<file path="config.mk">
export PLATFORM = sky130hd
export DESIGN_NAME = irq_spread_unit
export DESIGN_NICKNAME = d
export VERILOG_FILES = /design/src/rtl/isu_pkg.sv /design/src/rtl/isu_cfg.sv /design/src/rtl/isu_pick.sv /design/src/rtl/isu_lane.sv /design/src/rtl/irq_spread_unit.sv
export SDC_FILE = /design/constraint.sdc
export NUM_CORES = 1
export LEC_CHECK = 0
export BUFFER_PORTS_ARGS = -buffer_cell sky130_fd_sc_hd__buf_2
export CELL_PAD_IN_SITES_DETAIL_PLACEMENT = 0
export CELL_PAD_IN_SITES_GLOBAL_PLACEMENT = 2
export CORE_MARGIN = 5
export CORE_UTILIZATION = 37
export CTS_BUF_LIST = sky130_fd_sc_hd__clkbuf_16
export DETAILED_ROUTE_END_ITERATION = 8
export HOLD_SLACK_MARGIN = 0.03
export PLACE_DENSITY = 0.78
export SLEW_MARGIN = 5
export SYNTH_ARGS = -nofsm -noshare
export SYNTH_HDL_FRONTEND = slang
export SYNTH_SLANG_ARGS = --single-unit
export TNS_END_PERCENT = 30
</file>
<file path="constraint.sdc">
create_clock -name clk -period 3.3 [get_ports clk]
set_input_delay 0.165 -clock clk [delete_from_list [all_inputs] [get_ports clk]]
set_output_delay 0.165 -clock clk [all_outputs]
set_load 0.02 [all_outputs]
</file>
<file path="src/rtl/isu_pkg.sv">
package isu_pkg;
  typedef enum logic [1:0] {
    OP_SWITCH = 2'd0,
    OP_DEST   = 2'd1,
    OP_MODE   = 2'd2,
    OP_BLOCK  = 2'd3
  } isu_op_e;

  localparam int          MODE_LEVEL_BIT = 4;
  localparam logic [1:0]  SCHEME_ROTATE  = 2'd1;
endpackage

</file>
<file path="src/rtl/isu_cfg.sv">
module isu_cfg
  import isu_pkg::*;
#(
  parameter int N_CORES = 4,
  parameter int N_IRQ   = 4,
  parameter int DATA_W  = 8,
  parameter int IDX_W   = 2
) (
  input  logic                       clk,
  input  logic                       rst_n,
  input  logic                       cmd_valid,
  input  logic [1:0]                 cmd_op,
  input  logic [IDX_W-1:0]           cmd_idx,
  input  logic [DATA_W-1:0]          cmd_data,
  output logic                       enable_q,
  output logic [N_IRQ-1:0]           mask_q,
  output logic [N_IRQ*N_CORES-1:0]   dest_flat,
  output logic [N_IRQ-1:0]           rr_q,
  output logic [N_IRQ-1:0]           level_q
);
  always_ff @(posedge clk or negedge rst_n) begin
    if (!rst_n) begin
      enable_q  <= 1'b0;
      mask_q    <= '1;
      dest_flat <= '0;
      rr_q      <= '0;
      level_q   <= '0;
    end else if (cmd_valid) begin
      case (isu_op_e'(cmd_op))
        OP_SWITCH: enable_q <= cmd_data[0];
        OP_DEST: begin
          for (int i = 0; i < N_IRQ; i++)
            if (cmd_idx == IDX_W'(i))
              dest_flat[i*N_CORES +: N_CORES] <= cmd_data[N_CORES-1:0];
        end
        OP_MODE: begin
          for (int i = 0; i < N_IRQ; i++)
            if (cmd_idx == IDX_W'(i)) begin
              rr_q[i]    <= (cmd_data[1:0] == SCHEME_ROTATE);
              level_q[i] <= cmd_data[MODE_LEVEL_BIT];
            end
        end
        OP_BLOCK: begin
          for (int i = 0; i < N_IRQ; i++)
            if (cmd_idx == IDX_W'(i))
              mask_q[i] <= cmd_data[0];
        end
        default: ;
      endcase
    end
  end
endmodule

</file>
<file path="src/rtl/isu_pick.sv">
module isu_pick #(
  parameter int N  = 4,
  parameter int PW = 2
) (
  input  logic [N-1:0]  cand,
  input  logic [PW-1:0] start,
  output logic [PW-1:0] sel,
  output logic [N-1:0]  hot
);
  // first set candidate at or after start, scanning cyclically upward
  always_comb begin
    logic found;
    found = 1'b0;
    sel   = '0;
    hot   = '0;
    for (int k = 0; k < N; k++) begin
      int j;
      j = int'(start) + k;
      if (j >= N) j = j - N;
      if (!found && cand[j]) begin
        found  = 1'b1;
        sel    = PW'(j);
        hot[j] = 1'b1;
      end
    end
  end
endmodule

</file>
<file path="src/rtl/isu_lane.sv">
module isu_lane #(
  parameter int N_CORES = 4,
  parameter int PTR_W   = 2
) (
  input  logic               clk,
  input  logic               rst_n,
  input  logic               req,
  input  logic               routed,
  input  logic [N_CORES-1:0] dest,
  input  logic               rr,
  input  logic               level,
  output logic [N_CORES-1:0] cores
);
  logic             req_q;
  logic [PTR_W-1:0] ptr_q;
  logic [PTR_W-1:0] rr_sel, low_sel;
  logic [N_CORES-1:0] rr_hot, low_hot;
  logic live, rise, fall, advance;

  isu_pick #(.N(N_CORES), .PW(PTR_W)) u_pick_rr (
    .cand(dest), .start(ptr_q), .sel(rr_sel), .hot(rr_hot));

  isu_pick #(.N(N_CORES), .PW(PTR_W)) u_pick_low (
    .cand(dest), .start('0), .sel(low_sel), .hot(low_hot));

  assign live    = routed && (|dest);
  assign rise    = req && !req_q;
  assign fall    = req_q && !req;
  assign advance = live && rr && (level ? fall : rise);

  always_comb begin
    cores = '0;
    if (live) begin
      if (level) begin
        if (req) cores = rr ? rr_hot : low_hot;
      end else begin
        if (rise) cores = rr ? rr_hot : dest;
      end
    end
  end

  always_ff @(posedge clk or negedge rst_n) begin
    if (!rst_n) begin
      req_q <= 1'b0;
      ptr_q <= '0;
    end else begin
      req_q <= req;
      if (advance)
        ptr_q <= (int'(rr_sel) == N_CORES-1) ? '0 : rr_sel + 1'b1;
    end
  end
endmodule

</file>
<file path="src/rtl/irq_spread_unit.sv">
module irq_spread_unit #(
  parameter int N_CORES = 4,
  parameter int N_IRQ   = 4,
  parameter int DATA_W  = 8,
  parameter int IDX_W   = (N_IRQ > 1) ? $clog2(N_IRQ) : 1
) (
  input  logic                     clk,
  input  logic                     rst_n,
  input  logic                     cmd_valid,
  output logic                     cmd_ready,
  input  logic [1:0]               cmd_op,
  input  logic [IDX_W-1:0]         cmd_idx,
  input  logic [DATA_W-1:0]        cmd_data,
  input  logic [N_IRQ-1:0]         irq_in,
  output logic [N_CORES*N_IRQ-1:0] irq_out
);
  localparam int PTR_W = (N_CORES > 1) ? $clog2(N_CORES) : 1;

  logic                     enable_q;
  logic [N_IRQ-1:0]         mask_q;
  logic [N_IRQ*N_CORES-1:0] dest_flat;
  logic [N_IRQ-1:0]         rr_q;
  logic [N_IRQ-1:0]         level_q;
  logic [N_CORES-1:0]       lane_out [N_IRQ];

  assign cmd_ready = 1'b1;

  isu_cfg #(.N_CORES(N_CORES), .N_IRQ(N_IRQ), .DATA_W(DATA_W), .IDX_W(IDX_W)) u_cfg (
    .clk(clk), .rst_n(rst_n), .cmd_valid(cmd_valid), .cmd_op(cmd_op),
    .cmd_idx(cmd_idx), .cmd_data(cmd_data), .enable_q(enable_q),
    .mask_q(mask_q), .dest_flat(dest_flat), .rr_q(rr_q), .level_q(level_q));

  for (genvar i = 0; i < N_IRQ; i++) begin : g_lane
    isu_lane #(.N_CORES(N_CORES), .PTR_W(PTR_W)) u_lane (
      .clk(clk), .rst_n(rst_n), .req(irq_in[i]),
      .routed(enable_q && !mask_q[i]),
      .dest(dest_flat[i*N_CORES +: N_CORES]),
      .rr(rr_q[i]), .level(level_q[i]), .cores(lane_out[i]));
    for (genvar c = 0; c < N_CORES; c++) begin : g_core
      assign irq_out[c*N_IRQ + i] = lane_out[i][c];
    end
  end
endmodule

</file>
==> key figures, run 1 <==
Clocking
  • CTS HTree Levels: 2
  • CTS root buf: clkbuf_16
  • CTS Hold Bufs: 3
  • Clock sinks: 41
  • Clk buf depth: 2
  • Post-CTS setup buffers: 0
  • Clock Pin Slew Worst Setup and Hold Paths: 0.06 ns
  • Total CTS buffers: 5
  • CTS tree: yes
  • Cts repair resizes: 0
  • Worst-Skew Late Latency: 0.28 ns

Synth
  • Sequential cell area fraction in the yosys report: 25.6%
  • Post-synth top area cell: dfrtp_1
  • Distinct cell type count of the synthesized netlist: 66
  • Synthesized area: 4030 sq um
  • Cells after Synth: 472
  • Yosys top cell area share: 23.0%
  • Largest cells by area after synthesis: dfrtp_1, mux2_2, ha_1, mux4_2, nor2_1
  • EDFF count, synth: 0
  • Synth Net Count: 511
  • Main flop type after synthesis: dfrtp_1
  • Synth Area per Inst: 8.54 sq um
  • Synthesis-stage register bit count: 41
  • Warnings, synthesis: 0
  • Synth async-reset ratio: 100%

STA
  • Clock skew: 0.00249 ns
  • Max Fclk: 0.334 GHz
  • Crit share post-route: 90.8%
  • Setup Viol. Count Final: 0
  • Slew headroom: 36.3%
  • Tmin final: 3.00 ns
  • Setup TNS: 0 ns
  • Final setup margin: 0.304 ns
  • Unrepaired setup endpoints after global routing: no
  • Fin. Hold Viols: 0
  • Slew Viols, Final: 0
  • Worst-Margin Slew: 0.955 ns

Flow run
  • Max-cap violations: 0

Place
  • Placed cell count: 615
  • IO Port Bufs: 31
  • Placement Setup Slack: 0.634 ns
  • Post-DP Area: 4240 sq um
  • Gpl congestion: 0.806
  • Post-detail-place hpwl: 7180 microns

Worst setup path
  • Worst path cell trace: inv_1, ha_1, mux4_2, nor2b_1, and2b_1, a222oi_1, a311oi_1, buf_2
  • Critical path arrival: 2.83 ns
  • Worst R2R End: g_lane[3].u_lane.ptr_q[1]$_DFFE_PN0P_
  • Worst path top cell family by delay: multiplexers
  • Critical setup path kind: flip-flop to output pin
  • R2R Setup Slk: 0.80 ns
  • Worst-path fanout max: 9
  • RR Startpoint: g_lane[3].u_lane.ptr_q[1]$_DFFE_PN0P_
  • Slowest Stage Delay on Critical Path: 0.56 ns
  • Critical Path RT: 3.13 ns
  • R2r worst-path depth: 8
  • CP Capture Point: irq_out[13]
  • CP Depth: 8
  • Worst Path Buf+Inv: 2
  • Critical Path End Type: output pin
  • Slowest-stage cell, CP: mux4_2
  • Startpoint Class: flip-flop

Power
  • Leak Pwr: 1.79 nW
  • Psw: 1.64 mW
  • Reg power frac: 24.7%
  • P_int: 1.91 mW
  • Sw frac: 46.1%
  • Clk network pwr share: 13.0%
  • Comb power frac: 62.3%
  • Power density over cell area: 804 nW/um^2
  • Max rail drop VDD: 0.449 mV

Die
  • Die Width: 114 microns
  • # IOs: 36
  • Row count: 38
  • Die Y: 114 microns
  • Initial Util: 37.5%
  • Total Die Area: 13,100 sq um
  • Core area: 10,700 sq um

GRT
  • Largest net degree at the start of global routing: 42
  • First-pass GRT wire length: 17,000 microns
  • Global route total overflow: 0
  • Initial antenna violation count: 0
  • Vias in the first global route: 3,454
  • GRT Total Usage: 15.4%

Routing
  • Detailed Route WL: 10,000 microns
  • Vias: 3,637
  • DRT Pass-1 Iters: 5
  • Vias/cell: 5.81
  • Avg WL per Cell: 16.0 microns
  • Drt drc: 0
  • Detail Route Antenna Nets: 0
  • Iter 0 DRT Violations: 282

Cells and area
  • Share of layout cells above drive strength 1: 20.0%
  • Cell area after layout: 4410 sq um
  • Layout Nets: 524
  • Layout area overhead: 9.47%
  • Cell Count, Final, Fillers Out: 626
  • Antenna diode count: 0

Run status
  • Outcome: completed

Worst hold path
  • Worst hold path type: primary input to async pin
## worst min-delay path by stage
stage / slack [ns] / end / depth (start not counted) / from
floorplan: -0.13 / async pin / 0 / rst_n
global placement: 0.31 / g_lane[3].u_lane.req_q$_DFF_PN0_ / 1 / irq_in[3]
detailed placement: 0.32 / g_lane[0].u_lane.req_q$_DFF_PN0_ / 1 / irq_in[0]
CTS: 0.04 / g_lane[2].u_lane.req_q$_DFF_PN0_ / 1 / irq_in[2]
global route: 0.05 / g_lane[2].u_lane.req_q$_DFF_PN0_ / 1 / irq_in[2]
finish: 0.04 / async pin / 1 / rst_n
## placed cells by master, fill, tap and decap left out, types with 3 or more instances in the layout
cell type	Yosys	routed
mux4_2	7	7
dfrtp_1	37	37
a211oi_1	8	8
or3_1	6	6
inv_1	13	13
nor4_1	3	3
dlygate4sd3_1	0	3
nor3b_1	7	7
buf_4	1	7
mux2_2	31	31
a22oi_1	5	5
nand2b_1	11	11
xnor2_1	5	5
nor2b_4	3	3
and2b_1	3	3
buf_2	15	31
nor2_1	42	42
a21oi_1	31	31
o211ai_1	5	5
o22ai_1	5	5
dfstp_2	4	4
a221oi_1	8	8
o31ai_1	7	7
nor3_1	10	10
nand3_1	11	11
mux2i_1	10	10
a222oi_1	8	8
o21ai_0	25	25
a311oi_1	9	9
ha_1	20	20
o311a_1	4	4
nor2b_1	14	14
nand3b_1	4	4
clkbuf_16	0	5
nand2_1	41	41
o31a_1	3	3
## cell usage after synthesis, drive strengths merged (6+ instances only)
| library cell | number |
|---|---|
| a211oi | 8 |
| a21oi | 32 |
| a221oi | 8 |
| a222oi | 8 |
| a311oi | 9 |
| buf | 20 |
| clkbuf | 15 |
| dfrtp | 37 |
| ha | 20 |
| inv | 14 |
| mux2 | 31 |
| mux2i | 10 |
| mux4 | 8 |
| nand2 | 41 |
| nand2b | 11 |
| nand3 | 11 |
| nor2 | 42 |
| nor2b | 17 |
| nor3 | 11 |
| nor3b | 8 |
| o21ai | 26 |
| o31ai | 7 |
| or3 | 6 |
## cells by family (layout without fill, tap and decap cells)
logic type	after synthesis	after routing	share of synthesized area, %
compound gates	136	136	23.5
fa+ha+maj	20	20	6.21
buf+inv	49	63	5.50
mux	49	49	15.7
other cells	1	1	0.0930
simple gates	169	169	21.9
flops	41	41	25.6
xor+xnor	7	7	1.52
## power groups by stage
stage | Sequential [mW] | Clock (mW) | Combinational [mW]
after global placement | 0.875 | 0 | 2.17
after detailed placement | 0.882 | 0 | 2.19
after global routing | 0.910 | 0.495 | 2.47
final | 0.876 | 0.462 | 2.21
after floorplan | 0.728 | 0 | 1.94
after CTS | 0.873 | 0.477 | 2.21
## metrics by stage
stage / hold WS, ns / utilization, % / power, mW
final: 0.0372 / 41.1 / 3.55
after CTS: 0.0395 / 41.1 / 3.56
after global routing: 0.0505 / 41.1 / 3.87
after global placement: 0.311 / 39.5 / 3.05
after detailed placement: 0.315 / 39.5 / 3.07
after floorplan: -0.131 / - / 2.66
## state kept, by name, summed over array words and instances (netlist names), named ones only
name                 cells
u_cfg.dest_flat         16
g_lane.u_lane.ptr_q      4
g_lane.u_lane.req_q      4
u_cfg.level_q            4
u_cfg.mask_q             4
u_cfg.rr_q               4
u_cfg.enable_q           1
## layout make-up
class                      instances  area [sq um]
sequential                        41          1030
fill                            1136          6330
timing repair buffer              41           238
clock buffer                       5           125
tap                              140           175
inverter                          14          52.6
multi-input combinational        382          2780
clock inverter                     3          12.5
## per-layer routing
metal / wire, microns / up-vias / global-route usage, %
li1: - / 1791 / -
met1: 5060 / 1768 / 22.5
met3: 323 / 4 / 2.22
met4: 54 / 0 / 2.53
met5: 0 / - / 0
met2: 4580 / 74 / 24.6
(Power assumes the default switching activity.)
==> inputs of run 2 (changes only) <==
Settings changed: SKIP_LAST_GASP from default to 1.
Clock period 3.3 ns to 3 ns, I/O delays scaled along.
==> key figures, run 2 (synthesis gave the netlist of run 1 again) <==
Clocking
  • Clock sinks: 41 (unchanged)
  • Clock Pin Slew Worst Setup and Hold Paths: 0.06 ns (about the same)
  • Total CTS buffers: 5 (unchanged)
  • Clk buf depth: 2 (unchanged)
  • Post-CTS setup buffers: 0 (unchanged)
  • CTS root buf: clkbuf_16
  • CTS tree: yes
  • Worst-Skew Late Latency: 0.28 ns (about the same)
  • CTS HTree Levels: 2 (unchanged)

Cells and area
  • Most common cell after layout, fill and taps aside: nor2_1
  • Antenna diode count: 0 (unchanged)
  • Max reg flops: 16 (unchanged)
  • Layout Nets: 528 (+0.76%)
  • Layout area overhead: 11.1%
  • Cell Count, Final, Fillers Out: 629 (+0.48%)
  • Share of layout cells above drive strength 1: 21.1% (+1.1 points)
  • Commonest cells after routing, fill and taps aside: nor2_1, nand2_1, dfrtp_1
  • Number of fill cells: 1,104 (-2.8%)
  • Most flops, register: u_cfg.dest_flat
  • Final core occ: 41.7% (+0.59 points)

Place
  • Gpl congestion: 0.795 (-1.3%)
  • Post-detail-place hpwl: 7180 microns (about the same)
  • IO Port Bufs: 31 (unchanged)
  • Placement Setup Slack: 0.407 ns (-0.227 ns)
  • Placed cell count: 618 (+0.49%)

Die
  • Die Width: 114 microns (unchanged)
  • Total Die Area: 13,100 sq um (unchanged)
  • Initial Util: 37.5% (unchanged)
  • Core area: 10,700 sq um (unchanged)
  • # IOs: 36 (unchanged)
  • Row count: 38 (unchanged)
  • Die Y: 114 microns (unchanged)

GRT
  • Initial antenna violation count: 0 (unchanged)
  • Vias in the first global route: 3,323 (-3.8%)
  • First-pass GRT wire length: 16,700 microns (-1.6%)
  • Global route total overflow: 0 (unchanged)
  • Largest net degree at the start of global routing: 42 (unchanged)
  • GRT Total Usage: 15.3% (-0.072 points)

Routing
  • Vias: 3,674 (+1.0%)
  • Detail Route Antenna Nets: 0 (unchanged)
  • Drt drc: 0 (unchanged)
  • Iter 0 DRT Violations: 401 (+42%)
  • Vias/cell: 5.84 (+0.54%)
  • Avg WL per Cell: 15.9 microns (-0.49%)
  • DRT Pass-1 Iters: 5 (unchanged)
  • Detailed Route WL: 10,000 microns (about the same)

Worst setup path
  • Critical Path End Type: output pin
  • Critical path arrival: 2.70 ns (-0.13 ns)
  • Critical setup path kind: flip-flop to output pin
  • Startpoint Class: flip-flop
  • Worst-path fanout max: 9 (unchanged)
  • Critical Path RT: 2.85 ns (-0.28 ns)

Power
  • Psw: 1.81 mW (+11%)
  • Leak Pwr: 1.82 nW (+1.7%)
  • Total Power: 4.03 mW (+13%)
  • Sw frac: 45.0% (-1.1 points)
  • P_int: 2.21 mW (+16%)
  • Max rail drop VDD: 0.561 mV (+25%)
  • Comb power frac: 61.7% (-0.6 points)
  • Clk network pwr share: 14.9% (+1.9 points)
  • Power density over cell area: 900 nW/um^2 (+12%)
  • Reg power frac: 23.4% (-1.3 points)

Flow run
  • Max-cap violations: 0 (unchanged)

STA
  • Max Fclk: 0.351 GHz
  • Setup Viol. Count Final: 0 (unchanged)
  • Clock skew: 0.00648 ns (+0.00399 ns)
  • Final setup margin: 0.151 ns (-0.153 ns)
  • Worst-Margin Slew: 0.947 ns (-0.00795 ns)
  • Crit share post-route: 95.0%
  • Slew Viols, Final: 0 (unchanged)
  • Unrepaired setup endpoints after global routing: yes
  • Fin. Hold Viols: 0 (unchanged)
  • Slew headroom: 36.8% (+0.53 points)
  • Tmin final: 2.85 ns

Worst hold path
  • Worst hold path type: primary input to async pin

Run status
  • Outcome: completed
[run 2: power by group through the flow]
stage	combinational, mW	sequential, mW	clock, mW
after floorplan	2.13	0.801	0
after global routing	2.75	0.980	0.634
after CTS	2.47	0.940	0.613
after global placement	2.43	0.945	0
after detailed placement	2.45	0.949	0
final	2.49	0.942	0.599
[run 2: what timing repair did]
action,in CTS,in global routing
setup endpoints to repair,0,8
hold endpoints to repair,4,0
resized for setup,0,2
hold buffers,4,0
[run 2: final cells by class]
cell class              count  area, sq um  share of cell area (%)
flip-flops and latches     41         1030                    23.0
inverters                  14         52.6                    1.17
clock buffers               5          125                    2.80
multi-input cells         382         2790                    62.3
well taps                 140          175                    3.91
repair buffers             45          270                    6.04
clock inverters             2         35.0                   0.783
[run 2: critical path, cell delays in order, from the launching register on]
cell	delay (ns)
dfrtp_1	0.34
inv_1	0.12
ha_2	0.44
mux4_2	0.53
nor2b_1	0.15
and2b_1	0.20
a222oi_1	0.10
a311oi_1	0.31
buf_2	0.21
[run 2: path summary, 6_finish.rpt]
check	from	to	slack [ns]	cells past startpoint
max reg2reg	flip-flop	g_lane[2].u_lane.ptr_q[1]$_DFFE_PN0P_	0.69	8
min in group clk	cmd_data[2]	u_cfg.dest_flat[6]$_DFFE_PN0P_	0.17	3
min reg2reg	u_cfg.mask_q[2]$_DFFE_PN1P_	u_cfg.mask_q[2]$_DFFE_PN1P_	0.62	1
min	rst_n	g_lane[0].u_lane.req_q$_DFF_PN0_	0.01	1
max in group asynchronous	rst_n	async pin	2.39	1
max	flip-flop	irq_out[13]	0.15	8
[run 2: stage by stage]
step	instance area [sq um]	TNS [ns]	hold slack [ns]
2_1_floorplan	4030	0	-0.146
3_3_place_gp	4270	0	0.295
3_5_place_dp	4270	0	0.298
4_1_cts	4470	0	0.0526
5_1_grt	4480	-0.116	0.112
6_report	4480	0	0.0121
[run 2: routing by layer]
metal	track usage (%)	part of all wire (%)	routed length, microns	vias to the layer above
met5	0	0	0	-
met4	2.22	0.57	57	0
met3	1.90	3.6	364	4
met2	24.0	44	4440	81
met1	23.1	51	5150	1791
li1	-	-	-	1798
==> inputs of run 3 (changes only) <==
Settings changed: CORE_UTILIZATION 37 to 34, PLACE_DENSITY 0.78 to 0.75.
Clock period 3 ns to 2.5 ns, I/O delays scaled along.
==> key figures, run 3 (synthesis gave the netlist of run 1 again) <==
STA
  • Unrepaired setup endpoints after global routing: yes
  • Fin. Hold Viols: 8 (+8)
  • Worst-Margin Slew: 0.969 ns (+0.0221 ns)
  • Final setup margin: -0.0547 ns (-0.206 ns)
  • Tmin final: 2.55 ns
  • Clock skew: 0.00517 ns (-0.00131 ns)
  • Worst hold margin: -0.0193 ns (-0.0314 ns)
  • Slew headroom: 35.4% (-1.5 points)
  • Setup Viol. Count Final: 5 (+5)
  • Crit share post-route: 102%
  • Setup TNS: -0.155 ns (-0.155 ns)
  • Max Fclk: 0.391 GHz
  • Slew Viols, Final: 0 (unchanged)

Die
  • Initial Util: 35.0% (-2.5 points)
  • # IOs: 36 (unchanged)
  • Total Die Area: 14,100 sq um (+8.0%)
  • Row count: 39 (+2.6%)
  • Die Width: 119 microns (+3.9%)
  • Core area: 11,500 sq um (+7.2%)
  • Die Y: 119 microns (+3.9%)

Power
  • Leak Pwr: 2.02 nW (+11%)
  • Power density over cell area: 1130 nW/um^2 (+25%)
  • Max rail drop VDD: 0.406 mV (-28%)

Cells and area
  • Multi-input logic area: 2980 sq um (+7.0%)
  • Layout area overhead: 23.6%
  • Number of fill cells: 1,160 (+5.1%)
  • Cell Count, Final, Fillers Out: 668 (+6.2%)
  • Most flops, register: u_cfg.dest_flat
  • Antenna diode count: 0 (unchanged)
  • Share of layout cells above drive strength 1: 33.3% (+12 points)
  • Most common cell after layout, fill and taps aside: buf_4
  • Commonest cells after routing, fill and taps aside: buf_4, nor2_1, nand2_1, dfrtp_1, mux2_2
  • Max reg flops: 16 (unchanged)
  • FF/Latch Area: 1030 sq um (+0.36%)
  • Layout Nets: 563 (+6.6%)

Worst setup path
  • R2r worst-path depth: 9 (+1)
  • Critical Path RT: 2.38 ns (-0.47 ns)
  • Worst-path fanout max: 4 (-5)
  • Critical setup path kind: flip-flop to output pin
  • Startpoint Class: flip-flop
  • Critical path arrival: 2.43 ns (-0.27 ns)
  • Critical Path End Type: output pin

Routing
  • Detailed Route WL: 10,800 microns (+8.3%)
  • Vias: 3,782 (+2.9%)
  • Detail Route Antenna Nets: 0 (unchanged)
  • Drt drc: 0 (unchanged)
  • Avg WL per Cell: 16.2 microns (+2.0%)
  • Iter 0 DRT Violations: 201 (-50%)
  • DRT Pass-1 Iters: 5 (unchanged)
  • Vias/cell: 5.66 (-3.1%)

Clocking
  • CTS root buf: clkbuf_16
  • CTS HTree Levels: 2 (unchanged)
  • Clk buf depth: 2 (unchanged)
  • CTS tree: yes
  • Clock Pin Slew Worst Setup and Hold Paths: 0.06 ns (about the same)
  • Clock sinks: 41 (unchanged)
  • Total CTS buffers: 5 (unchanged)
  • Worst-Skew Late Latency: 0.29 ns (about the same)

Place
  • Placement Setup Slack: 0.122 ns (-0.286 ns)
  • Placed cell count: 638 (+3.2%)
  • IO Port Bufs: 31 (unchanged)
  • Gpl congestion: 0.770 (-3.2%)
  • Post-detail-place hpwl: 7610 microns (+6.0%)

Worst hold path
  • Worst hold path type: primary input to async pin

Run status
  • Outcome: finished with violations
  • Failing checks: negative hold slack, negative setup slack

Flow run
  • Max-cap violations: 0 (unchanged)

GRT
  • Initial antenna violation count: 0 (unchanged)
  • GRT Total Usage: 15.3% (about the same)
  • First-pass GRT wire length: 18,300 microns (+9.7%)
  • Vias in the first global route: 3,667 (+10%)
  • Largest net degree at the start of global routing: 42 (unchanged)
  • Global route total overflow: 0 (unchanged)
==> run 3: changes by cell type in the layout (fill, tap and decap cells not counted), moves of 6 or more <==
cell | before | now
buf_4 | 10 | 50
inv_1 | 13 | 7
inv_2 | 1 | 7
a311oi_1 | 9 | 3
a311oi_2 | 0 | 6
buf_2 | 31 | 23
==> run 3: final cells by class <==
class                      instances  area share, %
clock buffer                       5           2.51
multi-input combinational        382           59.8
clock inverter                     3          0.879
tap                              143           3.59
inverter                          14           1.06
sequential                        41           20.8
timing repair buffer              80           11.3
==> run 3: path summary, 6_finish.rpt <==
| kind | start | end | slack, ns |
|---|---|---|---|
| min | rst_n | async pin | -0.02 |
| max reg2reg | g_lane[3].u_lane.ptr_q[1]$_DFFE_PN0P_ | g_lane[3].u_lane.ptr_q[1]$_DFFE_PN0P_ | 0.27 |
| min in group clk | cmd_data[2] | u_cfg.dest_flat[10]$_DFFE_PN0P_ | 0.13 |
| max in group asynchronous | rst_n | u_cfg.dest_flat[9]$_DFFE_PN0P_ | 1.84 |
| max | flip-flop | irq_out[1] | -0.05 |
| min reg2reg | u_cfg.mask_q[2]$_DFFE_PN1P_ | u_cfg.mask_q[2]$_DFFE_PN1P_ | 0.62 |
==> run 3: worst max-delay path, stage by stage, from the launching register on <==
cell      delay [ns]
dfrtp_1         0.37
inv_2           0.07
ha_4            0.27
mux4_2          0.51
nor2b_4         0.15
a222oi_1        0.43
a311oi_2        0.16
buf_4           0.19
==> run 3: per-layer routing <==
metal  track usage, %  share of wire [%]
met5                0                  0
met4             3.62               0.99
met3             2.09                3.2
met2             24.5                 47
met1             22.0                 49
==> run 3: repair_timing <==
item,in CTS,in global routing
resized for setup,30,13
hold buffers,4,0
endpoints found under the setup margin,16,16
pin swaps,10,10
hold endpoints to repair,4,0
setup buffers,8,10
==> run 3: metrics by stage <==
stage | total power [mW] | utilization [%] | instance area (sq um)
floorplan | 3.60 | - | 4110
global route | 6.09 | 43.2 | 4980
CTS | 5.37 | 42.1 | 4850
finish | 5.62 | 43.2 | 4980
global placement | 4.29 | 38.8 | 4470
detailed placement | 4.33 | 38.8 | 4470
==> run 3: power by group <==
group          internal, mW  switching (mW)
clock network         0.473           0.277
logic                  1.84            1.92
registers             0.833           0.279
total                  3.14            2.47
